$ cat src/rtl/mnd_pkg.sv
package mnd_pkg;
    typedef enum logic [1:0] {ST_RUN, ST_PEND, ST_LOAD} upd_state_t;

    typedef struct packed {
        logic [1:0] mode;
        logic [2:0] src;
        logic [4:0] div;
    } root_cfg_t;

    localparam int DIV_LSB  = 0;
    localparam int SRC_LSB  = 8;
    localparam int MODE_LSB = 12;
    localparam logic [1:0] MODE_DUAL = 2'b10;

    localparam logic [2:0] A_CFG = 3'd0;
    localparam logic [2:0] A_M   = 3'd1;
    localparam logic [2:0] A_N   = 3'd2;
    localparam logic [2:0] A_D   = 3'd3;
    localparam logic [2:0] A_CMD = 3'd4;

    localparam root_cfg_t CFG_RESET = '{mode: 2'b00, src: 3'd0, div: 5'd1};
endpackage

$ cat src/rtl/mnd_regs.sv
module mnd_regs
    import mnd_pkg::*;
#(
    parameter int W = 16
) (
    input  logic         clk,
    input  logic         rst_n,
    input  logic         wr_en,
    input  logic [2:0]   wr_addr,
    input  logic [31:0]  wr_data,
    input  logic [2:0]   rd_addr,
    input  logic         boundary,
    output logic [31:0]  rd_data,
    output root_cfg_t    act_cfg,
    output logic [W-1:0] act_m,
    output logic [W-1:0] act_n,
    output logic [W-1:0] act_d,
    output logic         loading
);
    root_cfg_t    sh_cfg;
    logic [W-1:0] sh_m, sh_n, sh_d;
    upd_state_t   st, st_nx;
    logic         start;

    assign start   = wr_en && (wr_addr == A_CMD) && wr_data[0];
    assign loading = (st == ST_LOAD);

    always_ff @(posedge clk or negedge rst_n) begin
        if (!rst_n) begin
            sh_cfg <= CFG_RESET;
            sh_m   <= '0;
            sh_n   <= '0;
            sh_d   <= '0;
        end else if (wr_en) begin
            unique case (wr_addr)
                A_CFG: sh_cfg <= '{mode: wr_data[MODE_LSB +: 2],
                                   src:  wr_data[SRC_LSB +: 3],
                                   div:  wr_data[DIV_LSB +: 5]};
                A_M:   sh_m <= wr_data[W-1:0];
                A_N:   sh_n <= wr_data[W-1:0];
                A_D:   sh_d <= wr_data[W-1:0];
                default: ;
            endcase
        end
    end

    always_ff @(posedge clk or negedge rst_n) begin
        if (!rst_n) st <= ST_RUN;
        else        st <= st_nx;
    end

    always_comb begin
        st_nx = st;
        unique case (st)
            ST_RUN:  if (start)    st_nx = ST_PEND;
            ST_PEND: if (boundary) st_nx = ST_LOAD;
            ST_LOAD: st_nx = ST_RUN;
            default: st_nx = ST_RUN;
        endcase
    end

    always_ff @(posedge clk or negedge rst_n) begin
        if (!rst_n) begin
            act_cfg <= CFG_RESET;
            act_m   <= '0;
            act_n   <= '0;
            act_d   <= '0;
        end else if (st == ST_LOAD) begin
            act_cfg <= sh_cfg;
            act_m   <= sh_m;
            act_n   <= sh_n;
            act_d   <= sh_d;
        end
    end

    always_comb begin
        rd_data = '0;
        unique case (rd_addr)
            A_CFG: begin
                rd_data[DIV_LSB +: 5]  = sh_cfg.div;
                rd_data[SRC_LSB +: 3]  = sh_cfg.src;
                rd_data[MODE_LSB +: 2] = sh_cfg.mode;
            end
            A_M:   rd_data = 32'(sh_m);
            A_N:   rd_data = 32'(sh_n);
            A_D:   rd_data = 32'(sh_d);
            A_CMD: rd_data[0] = (st != ST_RUN);
            default: rd_data = '0;
        endcase
    end

    AST_PEND_WAITS: assert property (@(posedge clk) disable iff (!rst_n)
        (st == ST_PEND && !boundary) |=> (st == ST_PEND));
    AST_ACTIVE_HELD: assert property (@(posedge clk) disable iff (!rst_n)
        (st != ST_LOAD) |=> ($stable(act_cfg) && $stable(act_m) && $stable(act_n) && $stable(act_d)));
endmodule

$ cat src/rtl/mnd_prediv.sv
module mnd_prediv #(
    parameter int DIVW = 5
) (
    input  logic            clk,
    input  logic            rst_n,
    input  logic            clr,
    input  logic            tick_in,
    input  logic [DIVW-1:0] div,
    output logic            tick_out
);
    logic [DIVW:0] pacc, thr, sum;

    always_comb begin
        thr = (div == '0) ? (DIVW+1)'(2) : ({1'b0, div} + (DIVW+1)'(1));
        sum = pacc + (DIVW+1)'(2);
        tick_out = !clr && tick_in && (sum >= thr);
    end

    always_ff @(posedge clk or negedge rst_n) begin
        if (!rst_n)       pacc <= '0;
        else if (clr)     pacc <= '0;
        else if (tick_in) pacc <= (sum >= thr) ? (sum - thr) : sum;
    end

    AST_PACC_BELOW_THR: assert property (@(posedge clk) disable iff (!rst_n)
        (pacc < thr));
endmodule

$ cat src/rtl/mnd_frac.sv
module mnd_frac #(
    parameter int W = 16
) (
    input  logic         clk,
    input  logic         rst_n,
    input  logic         clr,
    input  logic         on,
    input  logic         tick_in,
    input  logic [W-1:0] m,
    input  logic [W-1:0] n_enc,
    input  logic [W-1:0] d_enc,
    output logic         fire,
    output logic         lvl
);
    logic [W-1:0] acc, nval, d2;
    logic [W:0]   s;

    always_comb begin
        nval = ~n_enc + m;
        d2   = ~d_enc;
        s    = {1'b0, acc} + {1'b0, m};
        fire = on ? (tick_in && (s >= {1'b0, nval})) : tick_in;
        lvl  = on && ({acc, 2'b00} < {2'b00, d2});
    end

    always_ff @(posedge clk or negedge rst_n) begin
        if (!rst_n)              acc <= '0;
        else if (clr)            acc <= '0;
        else if (on && tick_in)  acc <= (s >= {1'b0, nval}) ? W'(s - {1'b0, nval}) : W'(s);
    end

    AST_ACC_IN_RANGE: assert property (@(posedge clk) disable iff (!rst_n)
        (on && m < nval && acc < nval) |=> (acc < $past(nval)));
endmodule

$ cat src/rtl/mnd_root_gen.sv
module mnd_root_gen
    import mnd_pkg::*;
#(
    parameter int W    = 16,
    parameter int NSRC = 4
) (
    input  logic            clk,
    input  logic            rst_n,
    input  logic [NSRC-1:0] src_en,
    input  logic            wr_en,
    input  logic [2:0]      wr_addr,
    input  logic [31:0]     wr_data,
    input  logic [2:0]      rd_addr,
    output logic [31:0]     rd_data,
    output logic            clk_en_o,
    output logic            clk_lvl_o
);
    root_cfg_t    act_cfg;
    logic [W-1:0] act_m, act_n, act_d;
    logic         loading, sel_tick, pre_tick, fire, lvl, mnd_on;

    mnd_regs #(.W(W)) u_regs (
        .clk(clk), .rst_n(rst_n), .wr_en(wr_en), .wr_addr(wr_addr),
        .wr_data(wr_data), .rd_addr(rd_addr), .boundary(fire),
        .rd_data(rd_data), .act_cfg(act_cfg), .act_m(act_m),
        .act_n(act_n), .act_d(act_d), .loading(loading)
    );

    always_comb begin
        sel_tick = 1'b0;
        for (int i = 0; i < NSRC; i++)
            if (act_cfg.src == 3'(i)) sel_tick = src_en[i];
    end

    assign mnd_on = (act_cfg.mode == MODE_DUAL) && (act_m != '0);

    mnd_prediv #(.DIVW(5)) u_pre (
        .clk(clk), .rst_n(rst_n), .clr(loading), .tick_in(sel_tick),
        .div(act_cfg.div), .tick_out(pre_tick)
    );

    mnd_frac #(.W(W)) u_frac (
        .clk(clk), .rst_n(rst_n), .clr(loading), .on(mnd_on),
        .tick_in(pre_tick), .m(act_m), .n_enc(act_n), .d_enc(act_d),
        .fire(fire), .lvl(lvl)
    );

    always_ff @(posedge clk or negedge rst_n) begin
        if (!rst_n) begin
            clk_en_o  <= 1'b0;
            clk_lvl_o <= 1'b0;
        end else begin
            clk_en_o  <= fire;
            clk_lvl_o <= lvl;
        end
    end

    AST_BYPASS_PASS: assert property (@(posedge clk) disable iff (!rst_n)
        (!mnd_on) |=> (clk_en_o == $past(pre_tick)));
    AST_LVL_LOW_OFF: assert property (@(posedge clk) disable iff (!rst_n)
        (!mnd_on) |=> !clk_lvl_o);
endmodule

$ cat config.mk
export PLATFORM = sky130hd
export DESIGN_NAME = mnd_root_gen
export DESIGN_NICKNAME = d
export VERILOG_FILES = /design/src/rtl/mnd_pkg.sv /design/src/rtl/mnd_regs.sv /design/src/rtl/mnd_prediv.sv /design/src/rtl/mnd_frac.sv /design/src/rtl/mnd_root_gen.sv
export SDC_FILE = /design/constraint.sdc
export NUM_CORES = 1
export LEC_CHECK = 0
export BUFFER_PORTS_ARGS = -buffer_cell sky130_fd_sc_hd__buf_4
export CAP_MARGIN = 25
export CORE_MARGIN = 2
export CORE_UTILIZATION = 30
export CTS_CLUSTER_DIAMETER = 60
export CTS_CLUSTER_SIZE = 14
export DETAILED_ROUTE_END_ITERATION = 7
export MAX_ROUTING_LAYER = met4
export SLEW_MARGIN = 20
export SYNTH_ARGS = -nofsm -noshare
export SYNTH_HDL_FRONTEND = slang
export SYNTH_HIERARCHICAL = 1
export SYNTH_SLANG_ARGS = --single-unit
$ cat constraint.sdc
create_clock -name clk -period 6.4 [get_ports clk]
set_clock_uncertainty 0.15 [all_clocks]
set_input_delay 0.32 -clock clk [delete_from_list [all_inputs] [get_ports clk]]
set_output_delay 0.32 -clock clk [all_outputs]
set_load 0.02 [all_outputs]
==> results of run 1 <==
cells by family (layout without fill, tap and decap cells):
group           after synthesis  count (layout)  share of synthesized area (%)
flops                       142             142                          38.09
fa+ha+maj                    74              74                          10.24
other cells                   1              16                        0.04017
xor+xnor                     42              42                          3.940
simple gates                182             182                          10.17
buf+inv                      86             142                          5.387
mux                         152             152                          20.25
compound gates              153             153                          11.89
cells in the final DEF (no fill, tap or decap), types with 19 or more instances in the layout:
master,n
buf_4,50
inv_1,44
a21oi_1,38
dfrtp_1,140
mux2_2,104
nor2_1,46
nand2_1,34
mux2_4,20
xnor2_1,25
ha_1,70
nand3_1,19
metal layers:
| layer | global-route usage, % | wire [um] | vias to the layer above |
|---|---|---|---|
| met5 | - | 0 | - |
| met4 | 2.935 | 152 | 0 |
| met3 | 2.769 | 741 | 13 |
| met2 | 21.95 | 10150 | 118 |
| met1 | 18.91 | 10610 | 3248 |
| li1 | - | - | 3126 |
through the flow:
stage	hold WS, ps	utilization (%)	instances	setup WS, ps	instance area, um2
2_1_floorplan	-125.6	-	847	1839	9393
3_3_place_gp	226.9	32.51	1252	1103	9946
3_5_place_dp	230.3	32.51	1252	1073	9946
4_1_cts	2.715	34.76	1298	1031	10630
5_1_grt	10.24	34.85	1299	545.5	10660
6_report	19.96	34.85	1299	997.9	10660
registers in the layout, indices dropped and copies added (netlist names):
register,count
u_regs/act_n,16
u_regs/sh_m,16
clk_en_o,1
u_pre/pacc,6
u_regs/st,2
clk_lvl_o,1
u_regs/act_m,16
u_regs/sh_n,16
u_frac/acc,16
u_regs/sh_d,16
u_regs/sh_cfg,10
u_regs/act_cfg,10
u_regs/act_d,16
synth_stat cells (4+ instances only):
| cell | instances | area share, % |
|---|---|---|
| o21a_1 | 7 | 0.56 |
| buf_6 | 7 | 0.84 |
| mux4_2 | 11 | 2.7 |
| mux2i_1 | 16 | 1.7 |
| o21bai_1 | 8 | 0.64 |
| xnor2_1 | 25 | 2.3 |
| clkbuf_1 | 6 | 0.24 |
| nor2b_1 | 15 | 1.0 |
| ha_1 | 70 | 9.4 |
| nor2_1 | 46 | 1.8 |
| a22oi_1 | 6 | 0.48 |
| a21o_1 | 14 | 1.1 |
| a21oi_1 | 38 | 2.0 |
| nand3_1 | 19 | 1.0 |
| and3_1 | 4 | 0.27 |
| a211oi_1 | 5 | 0.40 |
| or3_1 | 5 | 0.34 |
| mux2_2 | 104 | 13 |
| buf_2 | 7 | 0.38 |
| dfrtp_1 | 140 | 38 |
| fa_1 | 4 | 0.86 |
| mux2_4 | 20 | 3.2 |
| nand2_1 | 34 | 1.4 |
| inv_1 | 44 | 1.8 |
| buf_4 | 17 | 1.4 |
| nand4_1 | 6 | 0.40 |
| nor4_1 | 7 | 0.47 |
| nand2b_1 | 10 | 0.67 |
| xor2_1 | 17 | 1.6 |
| nor3_1 | 16 | 0.86 |
| o21ai_0 | 14 | 0.75 |
| o21ai_1 | 15 | 0.80 |
how the worst min path moves through the flow:
stage	from	slack [ps]	end	depth (start not counted)
3_5_place_dp	rst_n	230	u_regs/sh_cfg[8]	1
3_3_place_gp	rst_n	230	u_regs/sh_cfg[8]	1
5_1_grt	wr_data[4]	10	u_regs/sh_cfg[4]	2
4_1_cts	wr_data[4]	3	u_regs/sh_d[4]	2
6_report	wr_data[4]	20	u_regs/sh_d[4]	2
2_1_floorplan	rst_n	-130	clk_en_o	0
cell type report:
cell class              count  area, um2  area share, %
clock buffers              18      439.2          4.120
clock inverters            14      107.6          1.009
inverters                  44      165.2          1.549
multi-input cells         619       5343          50.12
flip-flops and latches    142       3556          33.36
well taps                 396      495.5          4.648
repair buffers             66      554.3          5.200
critical path, cell delays in order, from the launching register on:
cell       delay (ps)
dfrtp_1           460
ha_1              280
fa_1              430
a211o_1           390
a2111oi_4         380
o31ai_2           160
o41ai_4           410
mux2i_1           240
o2111ai_1         160
ha_1              270
nor3_1            190
o21ai_1           120
a21oi_1           150
a311o_1           230
and3_1            560
buf_4             320
mux2i_1           250
o21ai_1            90
==> metrics.cfg, run 1 <==
[synthesis]
synth-edff-count=0
syn_area_per_cell_um2=11.22
synthFlopType=dfrtp_1
synth_async_sr_flop_share_pct=100.0
ys.warnings.count=6
synth.ff_latch_count=142
synth-seq-area-share_pct=38.09
synthCells=832
syn_area_um2=9336
yosysUniqueCellTypes=81

[sta]
finalCritPeriodShare_pct=84.41
slew_violations=0
setup-tns-final_ps=0
min_period_ps=5402
rsz0062_at_grt=false
maxSlewHeadroom_pct=37.06
setup_viol=0
hold_viol_final=0
fmax_mhz=185.1
tightest_slew_ps=942.2

[detailed_routing]
drc_errors=0
vias=6505
drt.antenna.violating_nets=0
dr.pass1.iters=7
vias_per_cell=5.008
wirelength_um=21660
dr.first_iter.drc_count=377
wl_per_cell_um=16.67

[cts]
cts_root_buf=clkbuf_16
cts_tree=built
clockBufferDepth=2
cts_resized=0
ctsHoldBuffers=14
clk_latency_ps=430
cts_buffers=17
cts.sinks=142
htree_num_levels=4
path_clk_slew_ps=60
post_cts_buffers=0

[layout]
area_growth_pct=14.18
drive_gt1_share_pct=26.91
diodes=0
layout.nets=1009
fill_cells=3103

[job]
cap_violations=0

[status]
outcome=finished, final reports clean

[global_routing]
grt_pass1_wl_um=35300
antenna_found_initial=0
grt_usage_pct=14.03
grt_pass1_vias=6560
grt_overflow=0
grt_max_degree=75

[setup_path]
crit_end=u_frac/acc[7]
cp.arrival_ps=5540
cp.required_ps=6540
rr_endpoint=u_frac/acc[7]
crit_path_end_kind=flop
start_kind=flop
cp_max_fo=10
crit_path_start=u_regs/act_m[0]
r2r_slack_ps=1000
reg2reg_from=u_regs/act_m[0]
critPathKind=flop to flop
ff2ff_path_depth=17

[floorplan]
initial_core_util_pct=30.52
fp.dieH_um=180.4
rows=64
ioPinCount=79
die_area_um2=32550
chipWidth_um=180.4
fp.coreArea_um2=30590

[hold_path]
hold_path.class=primary input to flop

[place]
place_congestion=0.8497
dp_hpwl_um=15850
portBuffers=46

Power of run 1 is left out: the tool's default activity adds up to more than one toggle a clock period on the data nets, which glitch-free logic cannot reach.
==> inputs of run 2 (changes only) <==
==> constraint.sdc (replaced) <==
create_clock -name clk -period 4.49 [get_ports clk]
set_clock_uncertainty 0.15 [all_clocks]
set_input_delay 0.2245 -clock clk [delete_from_list [all_inputs] [get_ports clk]]
set_output_delay 0.2245 -clock clk [all_outputs]
set_load 0.02 [all_outputs]
==> metrics.cfg, run 2 (synthesized netlist as in run 1, its figures left out) <==
[status]
outcome=finished, final reports clean

[global_routing]
grt_pass1_vias=6679
antenna_found_initial=0
grt_max_degree=75
grt_pass1_wl_um=36490
grt_overflow=0
grt_usage_pct=14.41

[cts]
cts.sinks=142
cts_buffers=17
cts_root_buf=clkbuf_16
cts_tree=built
htree_num_levels=4
path_clk_slew_ps=60
clockBufferDepth=2
clk_latency_ps=430

[detailed_routing]
wl_per_cell_um=16.97
wirelength_um=22780
drt.antenna.violating_nets=0
vias_per_cell=4.990
drc_errors=0
vias=6697
dr.pass1.iters=5
dr.first_iter.drc_count=346

[setup_path]
crit_path_end_kind=flop
start_kind=flop
critPathKind=flop to flop
r2r_slack_ps=9
cp.required_ps=4700
cp_max_fo=5
cp.arrival_ps=4690

[job]
cap_violations=0

[sta]
min_period_ps=4481
tightest_slew_ps=952.5
slew_violations=0
fmax_mhz=223.2
maxSlewHeadroom_pct=36.37
finalCritPeriodShare_pct=99.80
rsz0062_at_grt=true
hold_viol_final=0
setup_viol=0
setup-tns-final_ps=0

[floorplan]
ioPinCount=79
die_area_um2=32550
fp.coreArea_um2=30590
initial_core_util_pct=30.52
fp.dieH_um=180.4
rows=64
chipWidth_um=180.4

[layout]
drive_gt1_share_pct=33.09
diodes=0
design_area_um2=11260
layout.nets=1052
final_cell_mix=dfrtp_1 (139), mux2_2 (104), buf_4 (87)
final_common_cell=dfrtp_1
area_growth_pct=20.61

[place]
dp_hpwl_um=16530
dpl_cell_area_um2=10200
place_congestion=0.8275
portBuffers=46

[hold_path]
hold_path.class=primary input to async pin

run 2: critical path, stage by stage, from the launching register on:
cell	delay, ps
dfrtp_1	410
ha_2	200
fa_2	360
a211o_1	330
a2111oi_4	390
o31ai_2	130
o41ai_4	300
mux2i_1	260
o2111ai_2	180
ha_4	330
nand4_1	100
a21boi_1	150
a311o_1	360
and3_4	200
or4b_4	470
nand3_1	90
run 2: final cells by class:
class | instances | area (um2)
Fill cell | 2997 | 19330
Multi-Input combinational cell | 619 | 5522
Sequential cell | 142 | 3557
Timing Repair Buffer | 109 | 899.6
Tap cell | 396 | 495.5
Clock buffer | 19 | 442.9
Clock inverter | 13 | 178.9
Inverter | 44 | 165.2
run 2: metrics by stage:
step / util [%] / hold slack, ps / setup slack, ps / cells
finish: 36.81 / 240.9 / 8.842 / 1342
global route: 36.81 / 251.6 / -151.2 / 1342
CTS: 36.07 / 235.8 / 27.69 / 1333
detailed placement: 33.33 / 168.8 / -139.5 / 1282
global placement: 33.33 / 159.2 / -96.34 / 1282
floorplan: - / -221.1 / -52.54 / 847
run 2: layer usage:
metal	part of all wire [%]	GRT usage [%]
met1	48	19.11
met2	47	22.69
met3	3.5	2.526
met4	1.4	3.968
met5	0	-
run 2: final timing paths:
path	start	endpoint	cells after the start
max	u_regs/act_m[0]	u_frac/acc[15]	15
min	rst_n	u_regs/act_cfg[7]	2
max reg2reg	u_regs/act_m[0]	u_frac/acc[15]	15
min reg2reg	u_regs/act_n[7]	u_regs/act_n[7]	1
max in group asynchronous	rst_n	u_regs/act_d[1]	3
min in group clk	wr_addr[2]	u_regs/sh_cfg[3]	4
run 2: repair_timing:
action                                 in CTS  in global routing
pin swaps                                   6                 18
buffers inserted                            0                  8
gates cloned                                0                  1
setup endpoints to repair                  19                 19
hold buffers                               19                  0
gates resized for setup                     7                 31
endpoints found under the hold margin     129                  0
Power of run 2 is left out for the same reason.
